### src/rtl/vfd_pkg.sv
// Shared constants for the video format detector: the format code table.
package vfd_pkg;
    typedef logic [3:0] fmt_code_t;

    // Progressive codes (bit 3 clear)
    localparam fmt_code_t FMT_P750_60   = 4'b0000;
    localparam fmt_code_t FMT_P1125_30  = 4'b0010;
    localparam fmt_code_t FMT_P1125_25  = 4'b0100;
    localparam fmt_code_t FMT_P1125_24  = 4'b0110;
    localparam fmt_code_t FMT_P_OTHER   = 4'b0111;
    // Interlaced codes (bit 3 set)
    localparam fmt_code_t FMT_I1125_30  = 4'b1000;
    localparam fmt_code_t FMT_I1125_25  = 4'b1010;
    localparam fmt_code_t FMT_I1250_25  = 4'b1100;
    localparam fmt_code_t FMT_I1035_30  = 4'b1110;
    localparam fmt_code_t FMT_I_OTHER   = 4'b1111;

    // Code held while no format has been confirmed
    localparam fmt_code_t FMT_RESET     = FMT_P750_60;
endpackage

### src/rtl/vfd_line_timer.sv
// Line timer: counts words since the last EAV strobe.
// Assumes one word per clock. line_len is the length of the line that the
// current EAV strobe closes, and it is valid in the cycle of that strobe.
// The count saturates, so an absent EAV cannot wrap into a plausible length.
module vfd_line_timer #(
    parameter int WORD_W = 12
) (
    input  logic              clk,
    input  logic              rst_n,
    input  logic              eav_stb,
    output logic [WORD_W-1:0] line_len
);
    localparam logic [WORD_W-1:0] CNT_MAX = '1;

    logic [WORD_W-1:0] since_eav;

    // Restart at every EAV; otherwise advance, saturating at the maximum.
    always_ff @(posedge clk) begin
        if (!rst_n)
            since_eav <= '0;
        else if (eav_stb)
            since_eav <= '0;
        else if (since_eav != CNT_MAX)
            since_eav <= since_eav + 1'b1;
    end

    // The EAV word itself belongs to the line, so add one, with saturation.
    assign line_len = (since_eav == CNT_MAX) ? CNT_MAX : since_eav + 1'b1;
endmodule

### src/rtl/vfd_frame_meter.sv
// Frame meter: finds frame starts and gathers the per-frame measurement.
// Assumes EAV and SAV strobes do not coincide, and that V and F are valid
// together with a strobe. A frame starts at an EAV with V=1 and F=0 when
// the previous EAV had V=0. The measurement of the frame that just ended is
// published for one cycle through frame_done.
module vfd_frame_meter #(
    parameter int WORD_W = 12,
    parameter int LINE_W = 11
) (
    input  logic              clk,
    input  logic              rst_n,
    input  logic              eav_stb,
    input  logic              sav_stb,
    input  logic              trs_v,
    input  logic              trs_f,
    input  logic [WORD_W-1:0] line_len,
    output logic              frame_done,
    output logic [WORD_W-1:0] m_words,
    output logic [LINE_W-1:0] m_lines,
    output logic [LINE_W-1:0] m_active,
    output logic              m_ilace,
    output logic              m_regular
);
    localparam logic [LINE_W-1:0] LINE_MAX = '1;

    logic              prev_v;
    logic              armed;
    logic [LINE_W-1:0] line_cnt;
    logic [LINE_W-1:0] act_cnt;
    logic              saw_f;
    logic [WORD_W-1:0] ref_len;
    logic              ref_ok;
    logic              irregular;
    logic              frame_start;
    logic              len_bad;

    assign frame_start = eav_stb && trs_v && !prev_v && !trs_f;
    assign len_bad     = ref_ok && (line_len != ref_len);

    // Remember the V bit of the latest EAV, for the frame start test.
    always_ff @(posedge clk) begin
        if (!rst_n)
            prev_v <= 1'b0;
        else if (eav_stb)
            prev_v <= trs_v;
    end

    // Arm at the first frame start, so no partial frame is ever published.
    always_ff @(posedge clk) begin
        if (!rst_n)
            armed <= 1'b0;
        else if (frame_start)
            armed <= 1'b1;
    end

    // Count lines (EAVs) and note the field bit within the current frame.
    always_ff @(posedge clk) begin
        if (!rst_n) begin
            line_cnt <= '0;
            saw_f    <= 1'b0;
        end else if (frame_start) begin
            line_cnt <= LINE_W'(1);
            saw_f    <= 1'b0;
        end else if (eav_stb) begin
            if (line_cnt != LINE_MAX)
                line_cnt <= line_cnt + 1'b1;
            if (trs_f)
                saw_f <= 1'b1;
        end
    end

    // Count active lines as SAV strobes outside vertical blanking.
    always_ff @(posedge clk) begin
        if (!rst_n)
            act_cnt <= '0;
        else if (frame_start)
            act_cnt <= '0;
        else if (sav_stb && !trs_v && act_cnt != LINE_MAX)
            act_cnt <= act_cnt + 1'b1;
    end

    // Take the first line length as the reference and flag any line that differs.
    always_ff @(posedge clk) begin
        if (!rst_n) begin
            ref_len   <= '0;
            ref_ok    <= 1'b0;
            irregular <= 1'b0;
        end else if (frame_start) begin
            ref_ok    <= 1'b0;
            irregular <= 1'b0;
        end else if (eav_stb) begin
            if (!ref_ok) begin
                ref_len <= line_len;
                ref_ok  <= 1'b1;
            end else if (len_bad) begin
                irregular <= 1'b1;
            end
        end
    end

    // Publish the finished frame's measurement at the next frame start.
    always_ff @(posedge clk) begin
        if (!rst_n) begin
            frame_done <= 1'b0;
            m_words    <= '0;
            m_lines    <= '0;
            m_active   <= '0;
            m_ilace    <= 1'b0;
            m_regular  <= 1'b0;
        end else begin
            frame_done <= frame_start && armed;
            if (frame_start && armed) begin
                m_words   <= ref_len;
                m_lines   <= line_cnt;
                m_active  <= act_cnt;
                m_ilace   <= saw_f;
                m_regular <= ref_ok && !irregular && !len_bad;
            end
        end
    end
endmodule

### src/rtl/vfd_classifier.sv
// Classifier: maps one frame measurement onto the format code table.
// Purely combinational. Nominal counts are divided by WORD_DIV / LINE_DIV
// (truncating) so that a scaled raster can exercise the same table.
module vfd_classifier
    import vfd_pkg::*;
#(
    parameter int WORD_W   = 12,
    parameter int LINE_W   = 11,
    parameter int WORD_DIV = 1,
    parameter int LINE_DIV = 1
) (
    input  logic [WORD_W-1:0] m_words,
    input  logic [LINE_W-1:0] m_lines,
    input  logic [LINE_W-1:0] m_active,
    input  logic              m_ilace,
    output fmt_code_t         class_code
);
    localparam logic [WORD_W-1:0] W_1650 = WORD_W'(1650 / WORD_DIV);
    localparam logic [WORD_W-1:0] W_2200 = WORD_W'(2200 / WORD_DIV);
    localparam logic [WORD_W-1:0] W_2640 = WORD_W'(2640 / WORD_DIV);
    localparam logic [WORD_W-1:0] W_2750 = WORD_W'(2750 / WORD_DIV);
    localparam logic [WORD_W-1:0] W_2376 = WORD_W'(2376 / WORD_DIV);
    localparam logic [LINE_W-1:0] L_750  = LINE_W'(750  / LINE_DIV);
    localparam logic [LINE_W-1:0] L_1125 = LINE_W'(1125 / LINE_DIV);
    localparam logic [LINE_W-1:0] L_1250 = LINE_W'(1250 / LINE_DIV);
    localparam logic [LINE_W-1:0] A_1080 = LINE_W'(1080 / LINE_DIV);
    localparam logic [LINE_W-1:0] A_1035 = LINE_W'(1035 / LINE_DIV);

    logic is_l750, is_l1125, is_l1250, is_a1080, is_a1035;
    logic is_w1650, is_w2200, is_w2640, is_w2750, is_w2376;

    assign is_l750  = (m_lines  == L_750);
    assign is_l1125 = (m_lines  == L_1125);
    assign is_l1250 = (m_lines  == L_1250);
    assign is_a1080 = (m_active == A_1080);
    assign is_a1035 = (m_active == A_1035);
    assign is_w1650 = (m_words  == W_1650);
    assign is_w2200 = (m_words  == W_2200);
    assign is_w2640 = (m_words  == W_2640);
    assign is_w2750 = (m_words  == W_2750);
    assign is_w2376 = (m_words  == W_2376);

    // Choose the table entry; unmatched measurements fall to the unknown codes.
    always_comb begin
        if (!m_ilace) begin
            class_code = FMT_P_OTHER;
            if (is_l750 && is_w1650)
                class_code = FMT_P750_60;
            else if (is_l1125 && is_w2200)
                class_code = FMT_P1125_30;
            else if (is_l1125 && is_w2640)
                class_code = FMT_P1125_25;
            else if (is_l1125 && is_w2750)
                class_code = FMT_P1125_24;
        end else begin
            class_code = FMT_I_OTHER;
            if (is_l1125 && is_a1080 && is_w2200)
                class_code = FMT_I1125_30;
            else if (is_l1125 && is_a1080 && is_w2640)
                class_code = FMT_I1125_25;
            else if (is_l1250 && is_w2376)
                class_code = FMT_I1250_25;
            else if (is_l1125 && is_a1035 && is_w2200)
                class_code = FMT_I1035_30;
        end
    end
endmodule

### src/rtl/vfd_code_reg.sv
// Code register: confirms a format only when two consecutive regular frames
// agree exactly, and otherwise holds the previous code.
// Assumes the measurement inputs are stable while frame_done is low.
module vfd_code_reg
    import vfd_pkg::*;
#(
    parameter int WORD_W = 12,
    parameter int LINE_W = 11
) (
    input  logic              clk,
    input  logic              rst_n,
    input  logic              frame_done,
    input  logic [WORD_W-1:0] m_words,
    input  logic [LINE_W-1:0] m_lines,
    input  logic [LINE_W-1:0] m_active,
    input  logic              m_ilace,
    input  logic              m_regular,
    input  fmt_code_t         class_code,
    output fmt_code_t         fmt_code,
    output logic              fmt_valid
);
    logic [WORD_W-1:0] h_words;
    logic [LINE_W-1:0] h_lines;
    logic [LINE_W-1:0] h_active;
    logic              h_ilace;
    logic              h_ok;
    logic              agree;

    assign agree = h_ok && m_regular &&
                   (m_words == h_words) && (m_lines == h_lines) &&
                   (m_active == h_active) && (m_ilace == h_ilace);

    // Keep the previous frame's measurement for the next comparison.
    always_ff @(posedge clk) begin
        if (!rst_n) begin
            h_words  <= '0;
            h_lines  <= '0;
            h_active <= '0;
            h_ilace  <= 1'b0;
            h_ok     <= 1'b0;
        end else if (frame_done) begin
            h_words  <= m_words;
            h_lines  <= m_lines;
            h_active <= m_active;
            h_ilace  <= m_ilace;
            h_ok     <= m_regular;
        end
    end

    // Load the classified code only when two frames in a row agree.
    always_ff @(posedge clk) begin
        if (!rst_n) begin
            fmt_code  <= FMT_RESET;
            fmt_valid <= 1'b0;
        end else if (frame_done && agree) begin
            fmt_code  <= class_code;
            fmt_valid <= 1'b1;
        end
    end
endmodule

### src/rtl/vfd_detect.sv
// Video format detector top: line timer -> frame meter -> classifier ->
// code register. Assumes aligned, decoded references of one channel,
// one word per clock, with a single-cycle strobe for each EAV and SAV.
module vfd_detect
    import vfd_pkg::*;
#(
    parameter int WORD_W   = 12,
    parameter int LINE_W   = 11,
    parameter int WORD_DIV = 1,
    parameter int LINE_DIV = 1
) (
    input  logic       clk,
    input  logic       rst_n,
    input  logic       eav_stb,
    input  logic       sav_stb,
    input  logic       trs_v,
    input  logic       trs_f,
    output logic [3:0] fmt_code,
    output logic       fmt_valid
);
    logic [WORD_W-1:0] line_len;
    logic              frame_done;
    logic [WORD_W-1:0] m_words;
    logic [LINE_W-1:0] m_lines;
    logic [LINE_W-1:0] m_active;
    logic              m_ilace;
    logic              m_regular;
    fmt_code_t         class_code;

    vfd_line_timer #(.WORD_W(WORD_W)) u_line (
        .clk      (clk),
        .rst_n    (rst_n),
        .eav_stb  (eav_stb),
        .line_len (line_len)
    );

    vfd_frame_meter #(.WORD_W(WORD_W), .LINE_W(LINE_W)) u_frame (
        .clk        (clk),
        .rst_n      (rst_n),
        .eav_stb    (eav_stb),
        .sav_stb    (sav_stb),
        .trs_v      (trs_v),
        .trs_f      (trs_f),
        .line_len   (line_len),
        .frame_done (frame_done),
        .m_words    (m_words),
        .m_lines    (m_lines),
        .m_active   (m_active),
        .m_ilace    (m_ilace),
        .m_regular  (m_regular)
    );

    vfd_classifier #(
        .WORD_W(WORD_W), .LINE_W(LINE_W),
        .WORD_DIV(WORD_DIV), .LINE_DIV(LINE_DIV)
    ) u_class (
        .m_words    (m_words),
        .m_lines    (m_lines),
        .m_active   (m_active),
        .m_ilace    (m_ilace),
        .class_code (class_code)
    );

    vfd_code_reg #(.WORD_W(WORD_W), .LINE_W(LINE_W)) u_code (
        .clk        (clk),
        .rst_n      (rst_n),
        .frame_done (frame_done),
        .m_words    (m_words),
        .m_lines    (m_lines),
        .m_active   (m_active),
        .m_ilace    (m_ilace),
        .m_regular  (m_regular),
        .class_code (class_code),
        .fmt_code   (fmt_code),
        .fmt_valid  (fmt_valid)
    );
endmodule

### config.mk
export PLATFORM = sky130hd
export DESIGN_NAME = vfd_detect
export DESIGN_NICKNAME = d
export VERILOG_FILES = /design/src/rtl/vfd_pkg.sv /design/src/rtl/vfd_line_timer.sv /design/src/rtl/vfd_frame_meter.sv /design/src/rtl/vfd_classifier.sv /design/src/rtl/vfd_code_reg.sv /design/src/rtl/vfd_detect.sv
export SDC_FILE = /design/constraint.sdc
export NUM_CORES = 1
export LEC_CHECK = 0
export BUFFER_PORTS_ARGS = -buffer_cell sky130_fd_sc_hd__buf_2
export CAP_MARGIN = 25
export CORE_MARGIN = 3
export CORE_UTILIZATION = 44
export CTS_CLUSTER_DIAMETER = 50
export DETAILED_ROUTE_END_ITERATION = 8
export PLACE_DENSITY = 0.65
export SYNTH_ARGS = -nofsm -noshare
export SYNTH_HDL_FRONTEND = slang
export SYNTH_SLANG_ARGS = --single-unit
### constraint.sdc
create_clock -name clk -period 2.4 [get_ports clk]
set_clock_uncertainty 0.1 [all_clocks]
set_input_delay 0 -clock clk [delete_from_list [all_inputs] [get_ports clk]]
set_output_delay 0 -clock clk [all_outputs]
set_load 0.1 [all_outputs]
==> run_results.csv <==
group,metric,value,unit
outcome,outcome,"completed",
critical_path,cp.required,2.62,ns
placed_design,gp_congestion,0.840,
synthesis,ys_ff_latch,129,
synthesis,synth_largest_area_cell,"dfxtp_1",
critical_path,cp-start-kind,"flip-flop",
synthesis,synthesis.area,5900,um2
floorplan,die_height,122,um
synthesis,synth_cells,690,
route,vias,4778,
route,wirelength,13.3,mm
timing,setup_viol,0,
cells_and_area,utilization,0.533,
grt,antenna_found_initial,0,
timing,worst_slew_pin_slew,0.607,ns
cells_and_area,multi_input_area,3120,um2
floorplan,num_rows,41,
power_and_ir_drop,p_leak,2.56,nW
clock_network,clock_latency,0.43,ns
route,vias_per_cell,5.32,
synthesis,synth_flop_cell,"dfxtp_1",
critical_path,cpMaxStageDelayCell,"or4_4",
run,drv_cap,0,
grt,grt_overflow,0,
synthesis,yosysMostFrequentCell,"dfxtp_1",
cells_and_area,area_growth,16.5,%
synthesis,yosys_warnings,0,
grt,grt_pass1_wl,22.1,mm
clock_network,cts_buffer_depth,2,
cells_and_area,insertedDiodeCount,0,
floorplan,dieArea,14800,um2
route,wire_per_inst,14.9,um
placed_design,port_buffers,10,
min_path,worstHoldPathCells,3,
cells_and_area,fill_cells,1200,
power_and_ir_drop,pwr_density_cell,734,nW/um2
clock_network,cts_root_buffer,"clkbuf_16",
timing,slew_headroom,0.592,
timing,final_hold_viol_count,0,
clock_network,cts_tree,"done",
route,drc_errors,0,
synthesis,postSynthAreaPerCell,8.55,um2
grt,grt_max_degree,87,
synthesis,synth.top_cells.by_count,"dfxtp_1, nor2_1, nand2_1, a21oi_1, mux2i_1",
timing,finalSetupTns,0,ns
clock_network,clkTransAtPathRegs,0.06,ns
floorplan,fp.coreArea,12900,um2
timing,finalMaxSlewViolations,0,
route,postRouteAntennaNets,0,
critical_path,rr_worst_depth,7,
synthesis,synth-edff-count,0,
floorplan,die_x,122,um
grt,track_usage,0.189,
power_and_ir_drop,totalPowerFinal,5.04,mW
floorplan,start_util,0.458,
floorplan,num_io_pins,11,
critical_path,worstSetupPathType,"flip-flop to flip-flop",
clock_network,cts_inserted_buffers,17,
grt,grt_pass1_vias,4422,
clock_network,htreeDepth,4,
clock_network,cts.sinks,129,
timing,period_needed,2.26,ns
power_and_ir_drop,peakVddDrop,0.000499,V
synthesis,syn_nets,699,
cells_and_area,drive_gt1_frac,0.110,
cells_and_area,final_nets,722,
clock_network,post-cts-setup-buffers,0,
critical_path,end_kind,"flip-flop",
timing,fin_crit_sh,0.942,
route,dr.pass1.iters,5,
synthesis,synth_top_area_share,0.438,
cells_and_area,regArea,2580,um2
route,drt_iter0_markers,419,
timing,clock.fmax,443,MHz
synthesis,yosys.cell_types.count,61,
placed_design,place_ws,0.0456,ns
placed_design,hpwlAfterDp,9.29,mm
critical_path,cp_max_fo,9,
synthesis,async_flop_share,0,
critical_path,critPathMaxStageDelay,0.45,ns
timing,fin_ws,0.140,ns
critical_path,critPathArrivalTime,2.48,ns
min_path,hold_class,"input port to flip-flop",
synthesis,synth-seq-area-share,0.438,
timing,rsz0062_at_grt,"false",
synthesis,synth_top_cells_by_area,"dfxtp_1, mux2i_1, nor2_1, nand2_1, xor2_1",
critical_path,path_cells,"ha_1 -> and3_4 -> a311o_1 -> a32oi_1 -> o2111ai_1 -> or4_4 -> o21a_1",
worst max-delay path: cells and delay by family, from the launching register on:
| kind | cells | cell delay, ns |
|---|---|---|
| and+or+nand+nor | 2 | 0.69 |
| DFF | 1 | 0.31 |
| AOI/OAI and AO/OA | 4 | 0.80 |
| adders and majority gates | 1 | 0.25 |
flip-flops by register name, summed over array words and instances, names as in the netlist, 12 cells and up:
signal / flops
u_frame.ref_len: 12
u_code.h_words: 12
u_line.since_eav: 12
u_frame.m_words: 12
metrics by stage:
step	area (um2)	cells	hold WS (ns)
global placement	6180	860	0.169
floorplan	5900	690	0.0217
global route	6870	898	0.394
CTS	6860	898	0.325
detailed placement	6180	860	0.188
finish	6870	898	0.332
layer usage:
| layer | routed length, um | track usage | vias to the layer above | part of all wire |
|---|---|---|---|---|
| met5 | 0 | 0 | - | 0 |
| li1 | - | - | 2451 | - |
| met4 | 152 | 0.0595 | 0 | 0.011 |
| met2 | 6070 | 0.283 | 82 | 0.45 |
| met1 | 6560 | 0.264 | 2231 | 0.49 |
| met3 | 561 | 0.0534 | 14 | 0.042 |
power by group:
| part | switching, mW | internal (mW) |
|---|---|---|
| sequential | 0.0282 | 2.17 |
| combinational | 0.101 | 0.0729 |
| clock | 1.00 | 1.67 |
placed cells by master, fill, tap and decap left out, types with 4 or more instances in the layout:
cell type / instances
dfxtp_1: 128
nor2_1: 106
nand2_1: 96
a21oi_1: 51
mux2i_1: 43
xor2_1: 39
xnor2_1: 22
buf_4: 21
nand4_1: 18
nand3_1: 18
clkbuf_16: 17
inv_1: 10
nor4_1: 10
buf_2: 10
and3_1: 9
o21ai_0: 9
nor3_1: 9
nor2b_1: 8
dlygate4sd3_1: 6
a211oi_1: 5
nand2b_1: 4
or3_1: 4
o2111ai_1: 4
and2_1: 4
clkinv_4: 4
final cells by class:
cell class | count | area share
Timing Repair Buffer | 38 | 0.0419
Multi-Input combinational cell | 516 | 0.455
Sequential cell | 129 | 0.376
Clock buffer | 18 | 0.0639
Clock inverter | 14 | 0.0260
Tap cell | 172 | 0.0313
Inverter | 11 | 0.00601
path summary, 6_finish.rpt:
kind                                    startpoint                               end  slack [ns]
hold / removal                               rst_n  u_frame.ref_len[10]$_SDFFE_PN0P_        0.33
setup reg to reg  u_line.since_eav[0]$_SDFFE_PP0N_    u_frame.irregular$_SDFFE_PP0P_        0.14
hold reg to reg      u_code.fmt_valid$_SDFFE_PN0P_     u_code.fmt_valid$_SDFFE_PN0P_        0.37
setup / recovery  u_line.since_eav[0]$_SDFFE_PP0N_    u_frame.irregular$_SDFFE_PP0P_        0.14
what timing repair did:
action | CTS | global route
setup endpoints to repair | 0 | 2
gates resized for setup | 0 | 3
endpoints found under the hold margin | 15 | 0
hold buffers | 6 | 0
logic make-up (layout without fill, tap and decap cells):
| kind of cell | count (synthesis) | in the layout | share of synthesized area |
|---|---|---|---|
| compound gates | 99 | 99 | 0.106 |
| xor+xnor | 61 | 61 | 0.0906 |
| fa+ha+maj | 3 | 3 | 0.00636 |
| buf+inv | 45 | 81 | 0.0350 |
| flops | 129 | 129 | 0.438 |
| mux | 43 | 43 | 0.0730 |
| simple gates | 310 | 310 | 0.251 |
No activity file was read; power rests on OpenSTA's default activity.
